**config.mk**
```make
export PLATFORM = sky130hd
export DESIGN_NAME = host_cmd_ctrl
export DESIGN_NICKNAME = d
export VERILOG_FILES = /design/src/rtl/hcc_pkg.sv /design/src/rtl/hcc_decode.sv /design/src/rtl/hcc_busy_fsm.sv /design/src/rtl/hcc_event_bank.sv /design/src/rtl/host_cmd_ctrl.sv
export SDC_FILE = /design/constraint.sdc
export NUM_CORES = 1
export LEC_CHECK = 0
export ABC_AREA = 1
export BUFFER_PORTS_ARGS = -buffer_cell sky130_fd_sc_hd__buf_2
export CORE_MARGIN = 2
export CORE_UTILIZATION = 52
export DETAILED_ROUTE_END_ITERATION = 8
export HOLD_SLACK_MARGIN = 0.06
export PLACE_DENSITY = 0.79
export SETUP_SLACK_MARGIN = 0.5
export SLEW_MARGIN = 20
export SYNTH_ARGS = -nofsm -noshare
export SYNTH_HDL_FRONTEND = slang
export SYNTH_HIERARCHICAL = 1
export SYNTH_SLANG_ARGS = --single-unit
export TNS_END_PERCENT = 10
```
**constraint.sdc**
```tcl
create_clock -name clk -period 2.7 [get_ports clk]
set_input_delay 0.27 -clock clk [delete_from_list [all_inputs] [get_ports clk]]
set_output_delay 0.27 -clock clk [all_outputs]
set_load 0.02 [all_outputs]
```
**src/rtl/hcc_pkg.sv**
```systemverilog
package hcc_pkg;
    localparam int OPC_W = 5;
    localparam int ARG_W = 11;
    localparam int CMD_W = OPC_W + ARG_W;
    localparam int EVT_N = 8;
    localparam int WIN_W = 3;

    typedef enum logic [OPC_W-1:0] {
        OP_GRESET = 5'h00,
        OP_WINSEL = 5'h01,
        OP_RX_OFF = 5'h03,
        OP_RX_ON  = 5'h04,
        OP_RX_RST = 5'h05,
        OP_TX_ON  = 5'h09,
        OP_TX_OFF = 5'h0A,
        OP_TX_RST = 5'h0B,
        OP_REQ    = 5'h0C,
        OP_ACK    = 5'h0D,
        OP_IEN    = 5'h0E,
        OP_RDMASK = 5'h0F
    } opcode_e;

    typedef enum logic [1:0] {
        ST_IDLE,
        ST_CMD,
        ST_RST
    } busy_st_e;

    typedef struct packed {
        logic grst;
        logic win;
        logic rx_off;
        logic rx_on;
        logic rx_rst;
        logic tx_on;
        logic tx_off;
        logic tx_rst;
        logic req;
        logic ack;
        logic ien;
        logic rdm;
    } ctl_t;
endpackage

```
**src/rtl/hcc_decode.sv**
```systemverilog
module hcc_decode
    import hcc_pkg::*;
(
    input  logic             accept,
    input  logic [CMD_W-1:0] cmd_word,
    output ctl_t             ctl
);
    logic [OPC_W-1:0] opc;
    assign opc = cmd_word[CMD_W-1:ARG_W];

    always_comb begin
        ctl = '0;
        if (accept) begin
            unique case (opc)
                OP_GRESET: ctl.grst   = 1'b1;
                OP_WINSEL: ctl.win    = 1'b1;
                OP_RX_OFF: ctl.rx_off = 1'b1;
                OP_RX_ON:  ctl.rx_on  = 1'b1;
                OP_RX_RST: ctl.rx_rst = 1'b1;
                OP_TX_ON:  ctl.tx_on  = 1'b1;
                OP_TX_OFF: ctl.tx_off = 1'b1;
                OP_TX_RST: ctl.tx_rst = 1'b1;
                OP_REQ:    ctl.req    = 1'b1;
                OP_ACK:    ctl.ack    = 1'b1;
                OP_IEN:    ctl.ien    = 1'b1;
                OP_RDMASK: ctl.rdm    = 1'b1;
                default:   ctl        = '0;
            endcase
        end
    end
endmodule

```
**src/rtl/hcc_busy_fsm.sv**
```systemverilog
module hcc_busy_fsm
    import hcc_pkg::*;
#(
    parameter int RST_CYC = 8
) (
    input  logic clk,
    input  logic rst_n,
    input  logic accept,
    input  logic grst,
    output logic busy
);
    localparam int CNT_W = $clog2(RST_CYC + 1);

    busy_st_e         state_q, state_d;
    logic [CNT_W-1:0] cnt_q;

    always_comb begin
        state_d = state_q;
        unique case (state_q)
            ST_IDLE: if (accept) state_d = grst ? ST_RST : ST_CMD;
            ST_CMD:  state_d = ST_IDLE;
            ST_RST:  if (cnt_q == '0) state_d = ST_IDLE;
            default: state_d = ST_IDLE;
        endcase
    end

    always_ff @(posedge clk or negedge rst_n) begin
        if (!rst_n) begin
            state_q <= ST_IDLE;
            cnt_q   <= '0;
        end else begin
            state_q <= state_d;
            if (state_q == ST_IDLE && accept && grst)
                cnt_q <= CNT_W'(RST_CYC - 1);
            else if (state_q == ST_RST && cnt_q != '0)
                cnt_q <= cnt_q - 1'b1;
        end
    end

    always_comb begin
        busy = (state_q != ST_IDLE);
    end
endmodule

```
**src/rtl/hcc_event_bank.sv**
```systemverilog
module hcc_event_bank
    import hcc_pkg::*;
(
    input  logic             clk,
    input  logic             rst_n,
    input  logic             clr,
    input  logic [EVT_N-1:1] set_ev,
    input  logic             ack_en,
    input  logic [EVT_N-1:0] ack_bits,
    input  logic [EVT_N-1:1] ien,
    output logic [EVT_N-1:0] lat,
    output logic             irq
);
    assign irq = |(lat[EVT_N-1:1] & ien);

    for (genvar k = 1; k < EVT_N; k++) begin : g_evt
        always_ff @(posedge clk or negedge rst_n) begin
            if (!rst_n)
                lat[k] <= 1'b0;
            else if (clr)
                lat[k] <= 1'b0;
            else if (set_ev[k])
                lat[k] <= 1'b1;
            else if (ack_en && ack_bits[k])
                lat[k] <= 1'b0;
        end
    end

    always_ff @(posedge clk or negedge rst_n) begin
        if (!rst_n)
            lat[0] <= 1'b0;
        else if (clr)
            lat[0] <= 1'b0;
        else if (irq)
            lat[0] <= 1'b1;
        else if (ack_en && ack_bits[0])
            lat[0] <= 1'b0;
    end
endmodule

```
**src/rtl/host_cmd_ctrl.sv**
```systemverilog
module host_cmd_ctrl
    import hcc_pkg::*;
#(
    parameter int RST_CYC = 8
) (
    input  logic                  clk,
    input  logic                  rst_n,
    input  logic                  cmd_valid,
    input  logic [15:0]           cmd_word,
    input  logic [7:1]            evt_in,
    output logic [15:0]           status_word,
    output logic                  irq,
    output logic                  rx_on,
    output logic                  tx_on,
    output logic                  rx_rst_stb,
    output logic                  tx_rst_stb,
    output logic                  glob_rst_stb
);
    localparam int REQ_BIT = 6;

    logic             busy, accept;
    ctl_t             ctl;
    logic [ARG_W-1:0] arg;
    logic [WIN_W-1:0] win_q;
    logic [EVT_N-1:1] ien_q;
    logic [EVT_N-1:0] rdm_q;
    logic [EVT_N-1:0] lat;
    logic [EVT_N-1:1] set_ev;
    logic             unused_arg;

    assign accept     = cmd_valid & ~busy;
    assign arg        = cmd_word[ARG_W-1:0];
    assign unused_arg = ^arg[ARG_W-1:EVT_N];

    hcc_decode u_dec (
        .accept   (accept),
        .cmd_word (cmd_word),
        .ctl      (ctl)
    );

    hcc_busy_fsm #(.RST_CYC(RST_CYC)) u_fsm (
        .clk    (clk),
        .rst_n  (rst_n),
        .accept (accept),
        .grst   (ctl.grst),
        .busy   (busy)
    );

    always_comb begin
        set_ev          = evt_in;
        set_ev[REQ_BIT] = evt_in[REQ_BIT] | ctl.req;
    end

    hcc_event_bank u_evt (
        .clk      (clk),
        .rst_n    (rst_n),
        .clr      (ctl.grst),
        .set_ev   (set_ev),
        .ack_en   (ctl.ack),
        .ack_bits (arg[EVT_N-1:0]),
        .ien      (ien_q),
        .lat      (lat),
        .irq      (irq)
    );

    always_ff @(posedge clk or negedge rst_n) begin
        if (!rst_n) begin
            win_q        <= '0;
            ien_q        <= '0;
            rdm_q        <= '0;
            rx_on        <= 1'b0;
            tx_on        <= 1'b0;
            rx_rst_stb   <= 1'b0;
            tx_rst_stb   <= 1'b0;
            glob_rst_stb <= 1'b0;
        end else begin
            rx_rst_stb   <= ctl.rx_rst;
            tx_rst_stb   <= ctl.tx_rst;
            glob_rst_stb <= ctl.grst;
            if (ctl.grst) begin
                win_q <= '0;
                ien_q <= '0;
                rdm_q <= '0;
                rx_on <= 1'b0;
                tx_on <= 1'b0;
            end else begin
                if (ctl.win)    win_q <= arg[WIN_W-1:0];
                if (ctl.ien)    ien_q <= arg[EVT_N-1:1];
                if (ctl.rdm)    rdm_q <= arg[EVT_N-1:0];
                if (ctl.rx_on)  rx_on <= 1'b1;
                if (ctl.rx_off) rx_on <= 1'b0;
                if (ctl.tx_on)  tx_on <= 1'b1;
                if (ctl.tx_off) tx_on <= 1'b0;
            end
        end
    end

    assign status_word = {win_q, busy, 4'b0000, lat & rdm_q};
endmodule

```
==> metrics <==
status=finished clean; Slew HR=about 46%; VDD IR-drop max=roughly 420 uV; Least-Margin Pin Slew=between 800 and 900 ps; die height=between 60 and 70 um; Clock Sink Count=37; Clock Skews=2.048 ps; Die X=63.54 um; CTS tree=built; DR vias=1580; Cells after Synth=240; final core occ=between 60 and 70%; Core Box Area=3363 sq um; num rows=21; Remaining Overflow, GRT=0; Final Non-Filler Cells=331; CP Cell Sequence=nor2_4, inv_1, nor2_2, inv_1, nor2_4, nand2_1, nor2_2, buf_6, inv_2, nand3_1, nand2_1; Peak Freq=506.4 MHz; Setup CP Type=register to register; largest net degree at the start of global routing=38; DRT Pass-1 Iters=4; Top Family by Delay on Critical Path=simple AND/OR/NAND/NOR gates; clock tree buffer depth=2; Tmin final=about 2000 ps; endpoints failing hold=0; DRC=0; MaxCap Viol Count=0; DP Area=2076 sq um; final setup TNS=0 ps; clock root buffer=clkbuf_4; P&R area growth vs syn=16.77%; layout cells sized above 1=25.61%; CTS buffer count=5; fin area=approximately 2200 sq um; CP max stage cell=dfrtp_1; HPWL Detailed=approximately 2.6 mm; drt wl/cell=10.99 um; Final Max Slew Viols=0; pwr/cell area=653.4 nW/um^2; Min Hold Slack=150.5 ps; post-synthesis cell type count=23; RR Startpoint=u_fsm/state_q[1]; All-Layer GR Usage=between 10% and 20%; element type at the critical path end=register; leak pwr=1.223 nW; Worst R2R Setup Slack=730 ps; CP Launch Type=register; Design Power=1.406 mW; H-tree lvl count=2; Yosys reg bits=37; worst setup margin=~730 ps; DR iter-0 viols=77; WL final=between 3 and 4 mm; remaining antenna violation count=0; CP Depth=11; RSZ-0062 raised after global routing=no; initial antenna violation count=0; number of vias per cell=4.773; FF/Latch Area=roughly 900 sq um; Avg Inst Size Synth=7.679 sq um; Placed Cells=roughly 320; Initial Util=54.80%; Seq/Total Area, Yosys=around half; capture point of the worst path=rdm_q[7]; Crit path required time=2920 ps; FF-to-FF End=rdm_q[7]; final setup fails=0; Place WS=a little under 600 ps; first-pass GRT wire length=6.265 mm; Syn Std Cell Area=1843 sq um; critical-path maximum fanout=20; clock-pin slew on the worst setup and hold paths=roughly 100 ps; Clk Latency, worst-skew pair=roughly 330 ps; multi-input logic area=760.7 sq um; Setup crit start=u_fsm/state_q[1]; final net count=about 310; filler cell count=334; ant diodes=0; vias in the first global route=approximately 1500; largest stage delay on the critical path=450 ps; Critical path buffers and inverters=4; IO Pins=48; I/O Buffers=40; final worst-path cycle share=73.14%; routability cong.=0.8001; YS warnings=6; HP Class=input port to register; endpoint arrival time on the critical path=2200 ps; worst r2r path cells=11; die area=roughly 4000 sq um
final cells by class:
class	instances	area share, %
multi-input cells	168	35.35
inverters	27	4.709
repair buffers	46	11.69
flip-flops and latches	37	43.02
well taps	46	2.674
clock buffers	7	2.558
cells in the mapped netlist:
cell	n	area share [%]
nand2_1	84	17
dfrtp_1	37	50
nor2_1	29	5.9
inv_1	24	4.9
nand3_1	24	6.5
a21oi_1	7	1.9
nor2_2	6	2.0
buf_4	5	2.0
buf_2	4	1.1
nand2_2	4	1.4
inv_2	3	0.61
nor2_4	2	1.2
a21oi_2	1	0.48
buf_6	1	0.61
clkbuf_2	1	0.27
conb_1	1	0.20
ha_1	1	0.68
nand3_2	1	0.54
nand3_4	1	0.95
nand4_1	1	0.34
nor3b_1	1	0.41
o21ai_0	1	0.27
or2_2	1	0.34
logic make-up after synthesis:
kind of cell / synth area share [%]
compound gates: 2.647
fa+ha+maj: 0.6788
buf+inv: 9.505
flops: 50.24
other cells: 0.2035
simple gates: 36.73
layout by cell type, fill, tap and decap left out, types with 2 or more instances in the layout:
cell	n
a21oi_1	7
buf_2	40
buf_4	4
clkbuf_4	5
conb_1	4
dfrtp_1	37
inv_1	24
inv_2	3
nand2_1	84
nand2_2	4
nand3_1	24
nor2_1	26
nor2_2	9
nor2_4	2
layer usage:
metal / vias up / track usage [%] / share of wire (%)
met2: 40 / 32.63 / 47
met5: - / 0 / 0
met3: 5 / 3.929 / 5.0
li1: 817 / - / -
met1: 718 / 24.77 / 47
met4: 0 / 7.880 / 0.88
state kept, by name (all words and copies together) (netlist names):
| register | cells |
|---|---|
| rdm_q | 8 |
| u_evt/lat | 8 |
| ien_q | 7 |
| u_fsm/cnt_q | 4 |
| win_q | 3 |
| u_fsm/state_q | 2 |
| glob_rst_stb | 1 |
| rx_on | 1 |
| rx_rst_stb | 1 |
| tx_on | 1 |
| tx_rst_stb | 1 |
worst register-to-register path: stages, from the launching register on:
cell	delay (ps)
dfrtp_1	450
nor2_4	160
inv_1	90
nor2_2	190
inv_1	90
nor2_4	120
nand2_1	130
nor2_2	140
buf_6	190
inv_2	160
nand3_1	110
nand2_1	60
power by group:
| group | switching [mW] | total, mW | internal [mW] |
|---|---|---|---|
| logic | 0.259 | 0.406 | 0.147 |
| registers | 0.0619 | 0.711 | 0.649 |
| clock network | 0.167 | 0.290 | 0.123 |
| total | 0.488 | 1.41 | 0.919 |
repair_timing:
| item | CTS | global route |
|---|---|---|
| hold buffers | 1 | 0 |
| gates resized for setup | 0 | 4 |
| buffers inserted | 0 | 0 |
| hold endpoints to repair | 37 | 0 |
| endpoints found under the setup margin | 0 | 26 |
how the worst min path moves through the flow:
stage          startpoint            to  cells past startpoint
2_1_floorplan       rst_n  glob_rst_stb                      0
3_3_place_gp        rst_n         rx_on                      1
3_5_place_dp        rst_n         rx_on                      1
4_1_cts         evt_in[7]  u_evt/lat[7]                      3
5_1_grt         evt_in[1]  u_evt/lat[1]                      3
6_report        evt_in[4]  u_evt/lat[4]                      3
No activity file was read; power rests on OpenSTA's default activity.
